--- src/rtl/mu_arb_pkg.sv ---
package mu_arb_pkg;
  typedef enum logic [2:0] {
    ST_IDLE,
    ST_DESC_CMD,
    ST_DESC_ADR,
    ST_MU_RD,
    ST_FB_WR,
    ST_FB_RD,
    ST_MU_WR,
    ST_GAP
  } seq_state_e;
endpackage

--- src/rtl/mu_arb_pick.sv ---
module mu_arb_pick #(
  parameter int                 NUM_MU    = 4,
  parameter logic [NUM_MU-1:0]  PRIO_MASK = '0
) (
  input  logic              clk_i,
  input  logic              rst_ni,
  input  logic [NUM_MU-1:0] irq_i,
  input  logic              take_i,
  output logic              req_any_o,
  output logic [NUM_MU-1:0] gnt_o
);
  localparam int IW = (NUM_MU > 1) ? $clog2(NUM_MU) : 1;

  logic [IW-1:0] ptr_q;
  logic [IW-1:0] prio_idx, rr_idx, win_idx;
  logic          prio_hit, rr_hit;
  int            cand;

  always_comb begin
    prio_hit = 1'b0;
    prio_idx = '0;
    for (int i = NUM_MU - 1; i >= 0; i--) begin
      if (irq_i[i] && PRIO_MASK[i]) begin
        prio_hit = 1'b1;
        prio_idx = IW'(i);
      end
    end
    rr_hit = 1'b0;
    rr_idx = '0;
    cand   = 0;
    // descending offset so the nearest candidate after ptr wins
    for (int o = NUM_MU - 1; o >= 0; o--) begin
      cand = int'(ptr_q) + o;
      if (cand >= NUM_MU) cand = cand - NUM_MU;
      if (irq_i[cand] && !PRIO_MASK[cand]) begin
        rr_hit = 1'b1;
        rr_idx = IW'(cand);
      end
    end
    win_idx   = prio_hit ? prio_idx : rr_idx;
    req_any_o = prio_hit | rr_hit;
    gnt_o     = req_any_o ? (NUM_MU'(1) << win_idx) : '0;
  end

  always_ff @(posedge clk_i or negedge rst_ni) begin
    if (!rst_ni) begin
      ptr_q <= '0;
    end else if (take_i && !prio_hit && rr_hit) begin
      ptr_q <= (rr_idx == IW'(NUM_MU - 1)) ? '0 : rr_idx + IW'(1);
    end
  end
endmodule

--- src/rtl/mu_arb_seq.sv ---
module mu_arb_seq
  import mu_arb_pkg::*;
#(
  parameter int AW    = 12,
  parameter int DW    = 32,
  parameter int CW    = 24,
  parameter int FB_AW = 32
) (
  input  logic             clk_i,
  input  logic             rst_ni,
  input  logic             start_i,
  output logic             accept_o,
  output logic             finish_o,
  output logic [AW-1:0]    bus_addr_o,
  output logic [DW-1:0]    bus_wdata_o,
  input  logic [DW-1:0]    bus_rdata_i,
  output logic             bus_strobe_o,
  output logic             bus_write_o,
  output logic             fb_req_o,
  output logic             fb_we_o,
  output logic [FB_AW-1:0] fb_addr_o,
  output logic [DW-1:0]    fb_wdata_o,
  input  logic [DW-1:0]    fb_rdata_i,
  input  logic             fb_ack_i,
  input  logic             fb_err_i
);
  localparam logic [AW-1:0] CMD_ADDR = {{(AW-2){1'b1}}, 2'b00};
  localparam logic [AW-1:0] ADR_ADDR = {{(AW-2){1'b1}}, 2'b01};
  localparam int            DIR_BIT  = DW - 1;

  seq_state_e        state_q, state_d;
  logic [CW-1:0]     cnt_q;
  logic [AW-1:0]     idx_q;
  logic [FB_AW-1:0]  fbaddr_q;
  logic [DW-1:0]     data_q;
  logic              to_fb_q;
  logic              last;
  logic              adv;

  assign last = (cnt_q == CW'(1));

  always_comb begin
    bus_strobe_o = 1'b0;
    bus_write_o  = 1'b0;
    bus_addr_o   = idx_q;
    fb_req_o     = 1'b0;
    fb_we_o      = 1'b0;
    unique case (state_q)
      ST_DESC_CMD: begin bus_strobe_o = 1'b1; bus_addr_o = CMD_ADDR; end
      ST_DESC_ADR: begin bus_strobe_o = 1'b1; bus_addr_o = ADR_ADDR; end
      ST_MU_RD:    bus_strobe_o = 1'b1;
      ST_MU_WR:    begin bus_strobe_o = 1'b1; bus_write_o = 1'b1; end
      ST_FB_WR:    begin fb_req_o = 1'b1; fb_we_o = 1'b1; end
      ST_FB_RD:    fb_req_o = 1'b1;
      default: ;
    endcase
  end

  assign bus_wdata_o = data_q;
  assign fb_addr_o   = fbaddr_q;
  assign fb_wdata_o  = data_q;
  assign accept_o    = (state_q == ST_IDLE) && start_i;

  always_comb begin
    state_d  = state_q;
    finish_o = 1'b0;
    adv      = 1'b0;
    unique case (state_q)
      ST_IDLE:     if (start_i) state_d = ST_DESC_CMD;
      ST_DESC_CMD: state_d = ST_DESC_ADR;
      ST_DESC_ADR: begin
        if (cnt_q == '0) begin
          state_d  = ST_GAP;
          finish_o = 1'b1;
        end else begin
          state_d = to_fb_q ? ST_MU_RD : ST_FB_RD;
        end
      end
      ST_MU_RD:    state_d = ST_FB_WR;
      ST_FB_WR: begin
        if (fb_err_i) begin
          state_d  = ST_GAP;
          finish_o = 1'b1;
        end else if (fb_ack_i) begin
          adv      = 1'b1;
          finish_o = last;
          state_d  = last ? ST_GAP : ST_MU_RD;
        end
      end
      ST_FB_RD: begin
        if (fb_err_i) begin
          state_d  = ST_GAP;
          finish_o = 1'b1;
        end else if (fb_ack_i) begin
          state_d = ST_MU_WR;
        end
      end
      ST_MU_WR: begin
        adv      = 1'b1;
        finish_o = last;
        state_d  = last ? ST_GAP : ST_FB_RD;
      end
      ST_GAP:      state_d = ST_IDLE;
      default:     state_d = ST_IDLE;
    endcase
  end

  always_ff @(posedge clk_i or negedge rst_ni) begin
    if (!rst_ni) begin
      state_q  <= ST_IDLE;
      cnt_q    <= '0;
      idx_q    <= '0;
      fbaddr_q <= '0;
      data_q   <= '0;
      to_fb_q  <= 1'b0;
    end else begin
      state_q <= state_d;
      if (state_q == ST_DESC_CMD) begin
        to_fb_q <= bus_rdata_i[DIR_BIT];
        cnt_q   <= bus_rdata_i[CW-1:0];
      end
      if (state_q == ST_DESC_ADR) begin
        fbaddr_q <= bus_rdata_i[FB_AW-1:0];
        idx_q    <= '0;
      end
      if (state_q == ST_MU_RD) data_q <= bus_rdata_i;
      if (state_q == ST_FB_RD && fb_ack_i && !fb_err_i) data_q <= fb_rdata_i;
      if (adv) begin
        idx_q    <= idx_q + AW'(1);
        fbaddr_q <= fbaddr_q + FB_AW'(1);
        cnt_q    <= cnt_q - CW'(1);
      end
    end
  end
endmodule

--- src/rtl/mu_bus_arbiter.sv ---
module mu_bus_arbiter #(
  parameter int                NUM_MU    = 4,
  parameter logic [NUM_MU-1:0] PRIO_MASK = 4'b1010,
  parameter int                AW        = 12,
  parameter int                DW        = 32,
  parameter int                CW        = 24,
  parameter int                FB_AW     = 32
) (
  input  logic              clk_i,
  input  logic              rst_ni,
  input  logic [NUM_MU-1:0] mu_irq_i,
  output logic [NUM_MU-1:0] mu_sel_o,
  output logic [AW-1:0]     bus_addr_o,
  output logic [DW-1:0]     bus_wdata_o,
  input  logic [DW-1:0]     bus_rdata_i,
  output logic              bus_strobe_o,
  output logic              bus_write_o,
  output logic              fb_req_o,
  output logic              fb_we_o,
  output logic [FB_AW-1:0]  fb_addr_o,
  output logic [DW-1:0]     fb_wdata_o,
  input  logic [DW-1:0]     fb_rdata_i,
  input  logic              fb_ack_i,
  input  logic              fb_err_i
);
  logic              req_any, accept, finish;
  logic [NUM_MU-1:0] gnt, sel_q;

  mu_arb_pick #(.NUM_MU(NUM_MU), .PRIO_MASK(PRIO_MASK)) u_pick (
    .clk_i     (clk_i),
    .rst_ni    (rst_ni),
    .irq_i     (mu_irq_i),
    .take_i    (accept),
    .req_any_o (req_any),
    .gnt_o     (gnt)
  );

  mu_arb_seq #(.AW(AW), .DW(DW), .CW(CW), .FB_AW(FB_AW)) u_seq (
    .clk_i        (clk_i),
    .rst_ni       (rst_ni),
    .start_i      (req_any),
    .accept_o     (accept),
    .finish_o     (finish),
    .bus_addr_o   (bus_addr_o),
    .bus_wdata_o  (bus_wdata_o),
    .bus_rdata_i  (bus_rdata_i),
    .bus_strobe_o (bus_strobe_o),
    .bus_write_o  (bus_write_o),
    .fb_req_o     (fb_req_o),
    .fb_we_o      (fb_we_o),
    .fb_addr_o    (fb_addr_o),
    .fb_wdata_o   (fb_wdata_o),
    .fb_rdata_i   (fb_rdata_i),
    .fb_ack_i     (fb_ack_i),
    .fb_err_i     (fb_err_i)
  );

  always_ff @(posedge clk_i or negedge rst_ni) begin
    if (!rst_ni)     sel_q <= '0;
    else if (accept) sel_q <= gnt;
    else if (finish) sel_q <= '0;
  end

  assign mu_sel_o = sel_q;
endmodule

--- config.mk ---
export PLATFORM = sky130hd
export DESIGN_NAME = mu_bus_arbiter
export DESIGN_NICKNAME = d
export VERILOG_FILES = /design/src/rtl/mu_arb_pkg.sv /design/src/rtl/mu_arb_pick.sv /design/src/rtl/mu_arb_seq.sv /design/src/rtl/mu_bus_arbiter.sv
export SDC_FILE = /design/constraint.sdc
export NUM_CORES = 1
export LEC_CHECK = 0
export BUFFER_PORTS_ARGS = -buffer_cell sky130_fd_sc_hd__buf_2
export CAP_MARGIN = 30
export CORE_MARGIN = 10
export CORE_UTILIZATION = 52
export CTS_BUF_LIST = sky130_fd_sc_hd__clkbuf_16
export CTS_CLUSTER_SIZE = 25
export DETAILED_ROUTE_END_ITERATION = 8
export PLACE_DENSITY = 0.81
export SYNTH_ARGS = -nofsm -noshare
export SYNTH_HDL_FRONTEND = slang
export SYNTH_SLANG_ARGS = --single-unit
--- constraint.sdc ---
create_clock -name clk_i -period 2.6 [get_ports clk_i]
set_input_delay 0.26 -clock clk_i [delete_from_list [all_inputs] [get_ports clk_i]]
set_output_delay 0.26 -clock clk_i [all_outputs]
set_load 0.005 [all_outputs]
### After elaboration in Yosys (flattened, before gate mapping)

Cells that the tools add are included.

* flip-flop bits (word level): 110
* input port bits: 72
* output and inout port bits: 116
* logic and storage cells: 141

* add/sub/neg operators: 11
* $lt $le $gt $ge: 8
* equal/unequal tests: 12
* shift operators: 1
* mux-type cells: 76
* bitwise operators: 1
* reduce and logical (&&, ||, !) cells: 24

Operator list (number)
* 32-bit 2-to-1 mux: 8
* 32-bit by 4-bit less-than comparator with 1-bit output, second input constant: 4
* 32-bit by 4-bit >= comparator with 1-bit output, second input constant: 3
* 32-bit by 4-bit subtractor with 32-bit output, second input constant: 3
* 24-bit 2-to-1 mux: 2
* 32-bit by 1-bit adder with 32-bit output, second input constant: 1
* 1-bit 2-to-1 mux: 32
* 24-bit by 1-bit == test with 1-bit output, second input constant: 1
* 24-bit logical NOT: 1
* 12-bit 2-to-1 mux: 2
* 3-bit 2-to-1 mux: 8
* 12-bit case mux with 2 select lines: 1
* 3-bit case mux with 8 select lines: 1
* 24-bit by 1-bit subtractor with 24-bit output, second input constant: 1
* 2-bit 2-to-1 mux: 9
* 1-bit binary-select mux with 2-bit select: 8
* 12-bit by 1-bit adder with 12-bit output, second input constant: 1
* 3-bit == test, second input constant: 4
* 4-bit 2-to-1 mux: 3
* 1-bit logical AND: 9
* 2-bit nonzero test: 4
* 2-bit by 2-bit adder with 3-bit output, second input constant: 2
* 3-bit by 2-bit == test with 1-bit output, second input constant: 2
* 1-bit logical NOT: 6
* other kinds (16): 17

### Logic depth before layout (Yosys ltp)

* depth after elaboration: 16
* gate-level depth with buffers: 8

### Modules after synthesis

From an unflattened synthesis, not the netlist that was laid out.

* cell total of the unflattened synthesis: 745
* area, all modules: 6457.4 sq um

By module, submodules not included
* mu_arb_seq: instances 1, cells each 716, area each 6147.1 sq um, seq. area each 2602.5 sq um
* mu_arb_pick: instances 1, cells each 20, area each 168.9 sq um, seq. area each 50.0 sq um
* mu_bus_arbiter: instances 1, cells each 9, area each 141.4 sq um, seq. area each 100.1 sq um

### Worst setup path before layout

Ideal clock, no wire load.

* path kind: register -> register
* start point: register u_seq.cnt_q[12]
* end point: register sel_q[3], in the netlist mu_sel_o[3]
* setup time: 0.118 ns
* arrival: 1.914 ns
* path slack: 0.568 ns
* cell stages (with the launch flop): 6
* clock period less this slack: 2.032 ns
* path through: dfrtp_1 -> nor4_4 -> nand4b_2 -> or3_4 -> o32a_4 -> a2bb2o_4

* word-level cells in the longest chain between the ends: 5

RTL lines
* start, declared: line mu_arb_seq.sv:32 `logic [CW-1:0] cnt_q;`
* start signal, assigned: line mu_arb_seq.sv:120 `cnt_q <= bus_rdata_i[CW-1:0];`
* start signal, assigned: line mu_arb_seq.sv:131 `cnt_q <= cnt_q - CW'(1);`
* 24-bit by 1-bit == test with 1-bit output: line mu_arb_seq.sv:40 `assign last = (cnt_q == CW'(1));`
* 1-bit 2-to-1 mux: line mu_arb_seq.sv:84 `end else if (fb_ack_i) begin`
* 1-bit 2-to-1 mux: line mu_arb_seq.sv:81 `if (fb_err_i) begin`
* 1-bit case mux with 4 select lines (*): line mu_arb_seq.sv:68 `unique case (state_q)`
* 2-bit nonzero test (no source line) (*)
* end signal, assigned: line mu_bus_arbiter.sv:60 `else if (accept) sel_q <= gnt;`
* end, declared: line mu_bus_arbiter.sv:27 `logic [NUM_MU-1:0] gnt, sel_q;`

Mark *: on every way between the ends. The rest lies on a longest branch, timed or not.
A chain may end at the register's enable or synchronous reset.

### Final worst setup path

Same ends and word-level chain as after synthesis.

==> results.yml <==
clocking:
  post_cts_buffers: 0
  htreeDepth: 3
  clock_latency_ns: 0.36
  cts_sinks: 110
  clk_path_buf_depth: 2
  postCtsHoldBufs: 1
  cts_tree: "yes"
  cts_buffers: 9
  cts.repair.resized: 0
  clk_pin_slew_worst_paths_ns: 0.08
  cts-root-buf: "clkbuf_16"
yosys:
  synth-edff-count: 0
  synthCells: 725
  syn-cell-area_um2: 6230
  yosys_warnings: 0
  synth_cell_types: 57
  synth-seq-cells: 110
  synthesis.nets: 802
  synth_seq_area_share_pct: 44.2
  synthArstFlopShare_pct: 100
  ys.flop_type: "dfrtp_1"
  syn_area_per_cell_um2: 8.59
routing:
  ant_nets: 0
  drc: 0
  drt_iter0_drc: 604
  vias_per_cell: 6.10
  wl_um: 19400
  wl_per_cell_um: 19.0
  drt-pass1-iter-count: 5
  vias: 6252
sta:
  finalSetupTns_ns: 0
  skew_ns: 0.0101
  period_share_pct: 87.0
  hold_viol: 0
  slew_violations: 0
  min_period_ns: 2.26
  worstMarginPinSlew_ns: 0.933
  grt_setup_unrepaired: "no"
  max_freq_ghz: 0.442
  timing.final.ws_setup_ns: 0.337
  relSlewSlack_pct: 37.6
  setup_viol: 0
cells_and_area:
  final_cell_mix: "buf_2, nand2_1, dfrtp_1, nor2_1, a22oi_1"
  nets: 954
  regArea_um2: 2750
  drive_gt1_share_pct: 28.8
  final_util_pct: 65.0
  fillers: 998
  layout_commonest_cell: "buf_2"
  multi_input_area_um2: 3070
  syn_to_final_growth_pct: 20.7
  n_antenna_cell: 0
worst_setup_path:
  cp-end-kind: "flip-flop"
  start_kind: "flip-flop"
  arrival_ns: 2.51
  crit_required_ns: 2.85
  reg2reg_depth: 5
  crit_fanout: 5
  crit_type: "flip-flop to flip-flop"
place:
  hpwlAfterDp_um: 14500
  gp_congestion: 0.907
  numPortBuffers: 187
  place_ws_ns: 0.371
floorplanning:
  io_pins: 188
  design.die.area_um2: 16800
  initial_core_util_pct: 53.9
  core_area_um2: 11600
  die_w_um: 129
  die_h_um: 129
  rows: 39
grt:
  grt-ovfl-total: 0
  antenna_found_initial: 0
  grt_max_degree: 49
  grt_pass1_wl_um: 30400
  grtUsageTotal_pct: 22.3
  grt_pass1_vias: 5839
pwr:
  ir_worst_vdd_mv: 0.705
  p_leak_nw: 3.55
  p_per_area_nw_per_um2: 1240
job:
  cap_violations: 0
status:
  status: "complete, no violations"
min_path:
  hp-class: "primary input to flip-flop"
  whs_path_depth: 3
logic make-up (layout without fill, tap and decap cells):
kind of cell	after synthesis	count (layout)	synth area share (%)
buffers and inverters	84	241	7.13
muxes	2	2	0.321
DFF	110	110	44.2
adders and majority gates	5	5	1.00
AOI/OAI and AO/OA	203	203	22.3
xor gates and xnor gates	5	5	0.703
and+or+nand+nor	316	316	24.3
layout make-up:
cell class	count	share of cell area, %
clock buffer	9	3.00
clock inverter	7	1.38
inverter	12	0.599
multi-input combinational	531	40.8
sequential	110	36.6
tap	143	2.38
timing repair buffer	213	15.3
synth_stat cells (6+ instances only):
master	n	area, µm²
nor2_1	52	195
nand4_1	14	87.6
o21ai_0	39	195
clkbuf_1	30	113
or4_1	9	67.6
or2_2	11	68.8
dfrtp_1	110	2750
a31oi_1	8	50.1
nor4_1	7	43.8
buf_4	32	240
nand2_1	132	495
a21oi_1	32	160
o22ai_1	16	100
buf_2	7	35.0
o211ai_1	13	97.6
a211oi_1	6	45.0
o311ai_0	7	61.3
inv_1	11	41.3
nand3_1	38	190
or3_1	7	43.8
nor3_1	15	75.1
nand2b_1	6	37.5
and3_1	7	43.8
a22oi_1	49	368
power by group:
part	leakage, nW	internal [mW]	switching, mW
clock network	0.161	0.859	0.680
logic	2.05	1.96	2.53
registers	1.34	2.48	0.843
total	3.55	5.30	4.06
path summary, 6_finish.rpt:
check | from | to | slack, ns
min | fb_rdata_i[7] | u_seq.bus_wdata_o[7] | 0.11
max reg2reg | u_seq.cnt_q[12] | mu_sel_o[3] | 0.34
min in group asynchronous | rst_ni | mu_sel_o[2] | 0.45
min reg2reg | u_pick.ptr_q[0] | u_pick.ptr_q[0] | 0.49
max in group asynchronous | rst_ni | u_seq.to_fb_q | 1.44
max | u_seq.cnt_q[12] | mu_sel_o[3] | 0.34
metrics by stage:
stage	area (µm²)	hold WS, ns	instances	power (mW)
after floorplan	6230	-0.0356	725	6.13
after global placement	7180	0.306	1008	7.71
after detailed placement	7180	0.302	1008	7.83
after CTS	7520	0.108	1025	9.38
after global routing	7520	0.121	1025	10.1
final	7520	0.112	1025	9.36
critical path: stages (launching register included):
cell and delay [ns]:
dfrtp_1 0.45, nor4_4 0.45, nand4b_2 0.21, or3_4 0.40, o32a_4 0.42, a2bb2o_4 0.22
flip-flops by register name, summed over array words and instances (netlist names):
signal and cells:
u_seq.cnt_q 24, u_seq.bus_wdata_o 32, u_seq.state_q 3, u_seq.fb_addr_o 32, u_pick.ptr_q 2, mu_sel_o 4
u_seq.idx_q 12, u_seq.to_fb_q 1
per-layer routing:
| metal | track usage [%] | wire length [µm] | vias up |
|---|---|---|---|
| met5 | 0 | 0 | - |
| met4 | 6.28 | 329 | 0 |
| met3 | 5.46 | 1860 | 33 |
| met2 | 35.1 | 8980 | 299 |
| met1 | 30.2 | 8270 | 2982 |
| li1 | - | - | 2938 |
No activity file was read; power rests on OpenSTA's default activity.
